--- config.mk ---
export PLATFORM = sky130hd
export DESIGN_NAME = cs_dma_arb
export DESIGN_NICKNAME = d
export VERILOG_FILES = /design/src/rtl/cs_dma_arb.sv
export SDC_FILE = /design/constraint.sdc
export NUM_CORES = 1
export LEC_CHECK = 0
export BUFFER_PORTS_ARGS = -buffer_cell sky130_fd_sc_hd__buf_2
export CAP_MARGIN = 20
export CORE_AREA = 2 2 39 41
export CTS_BUF_LIST = sky130_fd_sc_hd__clkbuf_4 sky130_fd_sc_hd__clkbuf_8
export CTS_CLUSTER_DIAMETER = 200
export DETAILED_ROUTE_END_ITERATION = 12
export DIE_AREA = 0 0 41 43
export GPL_ROUTABILITY_DRIVEN = 0
export MAX_ROUTING_LAYER = met4
export PLACE_DENSITY = 0.5
export SLEW_MARGIN = 10
export SYNTH_ARGS = -nofsm -noshare
export SYNTH_HDL_FRONTEND = slang
export SYNTH_SLANG_ARGS = --single-unit
--- constraint.sdc ---
create_clock -name clk -period 1.5 [get_ports clk]
set_input_delay 0.375 -clock clk [delete_from_list [all_inputs] [get_ports clk]]
set_output_delay 0.375 -clock clk [all_outputs]
set_load 0.05 [all_outputs]
--- src/rtl/cs_dma_arb.sv ---
module cs_dma_arb #(
  parameter int N_CH = 4
) (
  input  logic            clk,
  input  logic            rst_n,
  input  logic [N_CH-1:0] ch_req,
  input  logic            ext_req,
  input  logic            xfer_done,
  output logic [N_CH-1:0] ch_gnt,
  output logic            ext_gnt,
  output logic            bus_idle
);

  typedef enum logic [1:0] {ST_IDLE, ST_XFER, ST_REL} st_t;

  st_t             st;
  logic [N_CH-1:0] pick;

  always_comb begin
    pick = '0;
    for (int i = N_CH - 1; i >= 0; i--)
      if (ch_req[i]) pick = N_CH'(1) << i;
  end

  always_ff @(posedge clk) begin
    if (!rst_n) begin
      st      <= ST_IDLE;
      ch_gnt  <= '0;
      ext_gnt <= 1'b0;
    end else begin
      case (st)
        ST_IDLE: if (|ch_req) begin
          ch_gnt <= pick;
          st     <= ST_XFER;
        end
        ST_XFER: if (xfer_done) begin
          ch_gnt  <= '0;
          ext_gnt <= ext_req;
          st      <= ST_REL;
        end
        default: begin
          ext_gnt <= 1'b0;
          ch_gnt  <= pick;
          st      <= (|ch_req) ? ST_XFER : ST_IDLE;
        end
      endcase
    end
  end

  assign bus_idle = ~(|ch_gnt) & ~ext_gnt;

endmodule


==> flow_metrics.env <==
export IMPL_avgRoutedWirePerCell_um=9.54
export IMPL_drv_cap=0
export IMPL_syn_inst=34
export IMPL_grt_max_degree=8
export IMPL_cts_tree="built"
export IMPL_final_util_pct=34.6
export IMPL_critical_path_slowest_cell="or4_4"
export IMPL_drt_pass1_iter_count=2
export IMPL_cp_num_cells=3
export IMPL_slew_violations=0
export IMPL_p_seq_share_pct=39.3
export IMPL_worst_path_max_fanout=2
export IMPL_drc=0
export IMPL_antenna_found_initial=0
export IMPL_hold_buffers=0
export IMPL_p_leak_nw=0.223
export IMPL_dp_hpwl_um=559
export IMPL_start_util_pct=22.4
export IMPL_layout_common_cells="buf_2, inv_1, clkbuf_4, dfxtp_1, buf_4"
export IMPL_synth_area_leaders="dfxtp_1, inv_1, o2111ai_2"
export IMPL_final_common_cell="buf_2"
export IMPL_cp_endpoint="bus_idle"
export IMPL_core_area_um2=1380
export IMPL_ys_warn_count=0
export IMPL_r2r_cells=3
export IMPL_die_area_um2=1760
export IMPL_grt_overflow=0
export IMPL_dr_first_iter_drc_count=1
export IMPL_grt_pass1_wl_mm=1.08
export IMPL_synth_area_per_cell_um2=9.13
export IMPL_rsz0062_at_grt="yes"
export IMPL_cellPowerDensity_nw_per_um2=1060
export IMPL_crit_arrival_ns=1.38
export IMPL_clock_latency_ns=0.25
export IMPL_antenna_left=0
export IMPL_use_met1_pct=12.3
export IMPL_rr_endpoint="ext_gnt"
export IMPL_timing_hold_ws_ns=0.352
export IMPL_synth_top_area_cell="dfxtp_1"
export IMPL_rows=14
export IMPL_numPortBuffers=13
export IMPL_crit_path_end_kind="output port"
export IMPL_r2r_start="st[0]"
export IMPL_p_comb_share_pct=22.8
export IMPL_cts_clk_slew_worst_paths_ns=0.05
export IMPL_area_delta_synth_final_pct=54.4
export IMPL_synthesis_nets=42
export IMPL_nFillCells=170
export IMPL_syn_cell_area_um2=310
export IMPL_switchingPower_mw=0.149
export IMPL_nNetsFinal=63
export IMPL_fin_skew_ns=0.000275
export IMPL_worst_slack_ns=-0.251
export IMPL_slowest_delay_ns=0.54
export IMPL_switching_share_pct=29.2
export IMPL_cts_buffers=3
export IMPL_diodes=0
export IMPL_crit_buf_inv=1
export IMPL_use_met3_pct=4.71
export IMPL_grt_usage_pct=9.69
export IMPL_path_cells="or4_4 -> nor2_4 -> buf_8"
export IMPL_die_w_um=41
export IMPL_synth_seq_area_share_pct=45.2
export IMPL_cp_start_kind="register"
export IMPL_grt_busiest_layer="met1"
export IMPL_dieHeight_um=43
export IMPL_relSlewSlack_pct=77.3
export IMPL_vias=302
export IMPL_cts_root_buf="clkbuf_4"
export IMPL_ioPinCount=14
export IMPL_ys_seq_elements=7
export IMPL_clock_sinks=7
export IMPL_hp_class="primary input to register"
export IMPL_drive_above_1_share_pct=53.7
export IMPL_grt_use_met2_pct=11.9
export IMPL_cp_startpoint="ext_gnt"
export IMPL_period_share_pct=117
export IMPL_cp_required_ns=1.12
export IMPL_regArea_um2=150
export IMPL_path_delay_family="simple AND/OR/NAND/NOR gates"
export IMPL_fin_crit_ns=1.75
export IMPL_reg2reg_slack_ns=0.43
export IMPL_clkPwrFrac_pct=38.0
export IMPL_cts_htree_levels=1
export IMPL_violations="setup timing"
export IMPL_synth_top_cell_area_share_pct=45.2
export IMPL_yosysUniqueCellTypes=17
export IMPL_grt_pass1_vias=280
export IMPL_fmax_mhz=571
export IMPL_peakVddDrop_uv=329
export IMPL_hold_viol=0
export IMPL_status="finished, violations left"
export IMPL_intPower_mw=0.361
export IMPL_wl_um=668
export IMPL_vias_per_cell=4.31
export IMPL_path_class="register to output port"
export IMPL_finalSetupViolations=1
export IMPL_tightest_slew_ns=0.338
export IMPL_cts_path_max_buffers=2
export IMPL_multiInputGateArea_um2=155
-- Yosys cell counts, drive strengths merged --
cell,n
mux2,1
and3,1
nor2,3
o2111ai,1
nand3,2
o22ai,1
nand4b,1
or4,1
o32ai,1
nand2,2
inv,7
and2,1
dfxtp,7
o21ai,2
nor4,1
mux2i,1
nand2b,1
-- state kept, by name, summed over array words and instances (netlist names) --
name	flops
ch_gnt	4
ext_gnt	1
st	2
-- worst min path at each step --
stage          startpoint   endpoint  slack (ns)  depth (start not counted)
2_1_floorplan   xfer_done      st[1]        0.49                          2
3_3_place_gp    ch_gnt[1]  ch_gnt[1]        0.46                          2
3_5_place_dp    ch_gnt[1]  ch_gnt[1]        0.46                          2
4_1_cts         xfer_done      st[1]        0.35                          3
5_1_grt         ch_req[2]  ch_gnt[3]        0.37                          2
6_report        xfer_done      st[1]        0.35                          3
-- power by group through the flow --
stage / registers, mW / clock network [mW] / logic [mW]
6_report: 0.200 / 0.194 / 0.116
5_1_grt: 0.201 / 0.212 / 0.126
4_1_cts: 0.200 / 0.203 / 0.113
3_5_place_dp: 0.204 / 0 / 0.109
3_3_place_gp: 0.204 / 0 / 0.109
2_1_floorplan: 0.225 / 0 / 0.0527
-- cells by family (layout without fill, tap and decap cells) --
family          after synthesis  after routing  share of synthesized area (%)
compound gates                5              5                           14.9
buf+inv                       7             27                           8.47
flops                         7              7                           45.2
mux                           2              2                           6.85
simple gates                 13             13                           24.6
-- repair_timing --
action | CTS | global route
setup endpoints to repair | 1 | 1
gates resized for setup | 2 | 1
pin swaps | 1 | 0
setup buffers | 0 | 0
-- area by class of cell --
cell class                      count  share of cell area (%)
Multi-Input combinational cell     20                    32.4
Sequential cell                     7                    31.3
Timing Repair Buffer               16                    20.4
Clock buffer                        4                    6.27
Inverter                            7                    5.48
Tap cell                           16                    4.18
-- layer usage --
layer  wire length [um]  up-vias
li1                   -      159
met2                290       14
met4                 14        0
met3                 55        3
met1                307      126
met5                  0        -
-- tightest hold or removal path, delay by kind of cell --
kind,cells,cell delay [ns]
simple gates,2,0.08
buf+inv,1,0.11
-- per-stage QoR --
stage / instance area [um2] / setup WS (ns) / setup TNS (ns) / std cells / power (mW)
2_1_floorplan: 332 / -0.115 / -0.115 / 34 / 0.278
3_3_place_gp: 439 / -0.0846 / -0.0846 / 66 / 0.313
3_5_place_dp: 439 / -0.0874 / -0.0874 / 66 / 0.313
4_1_cts: 475 / -0.260 / -0.260 / 70 / 0.516
5_1_grt: 479 / -0.294 / -0.294 / 70 / 0.539
6_report: 479 / -0.251 / -0.251 / 70 / 0.510
Note: power is estimated with default switching activity, not from simulation.
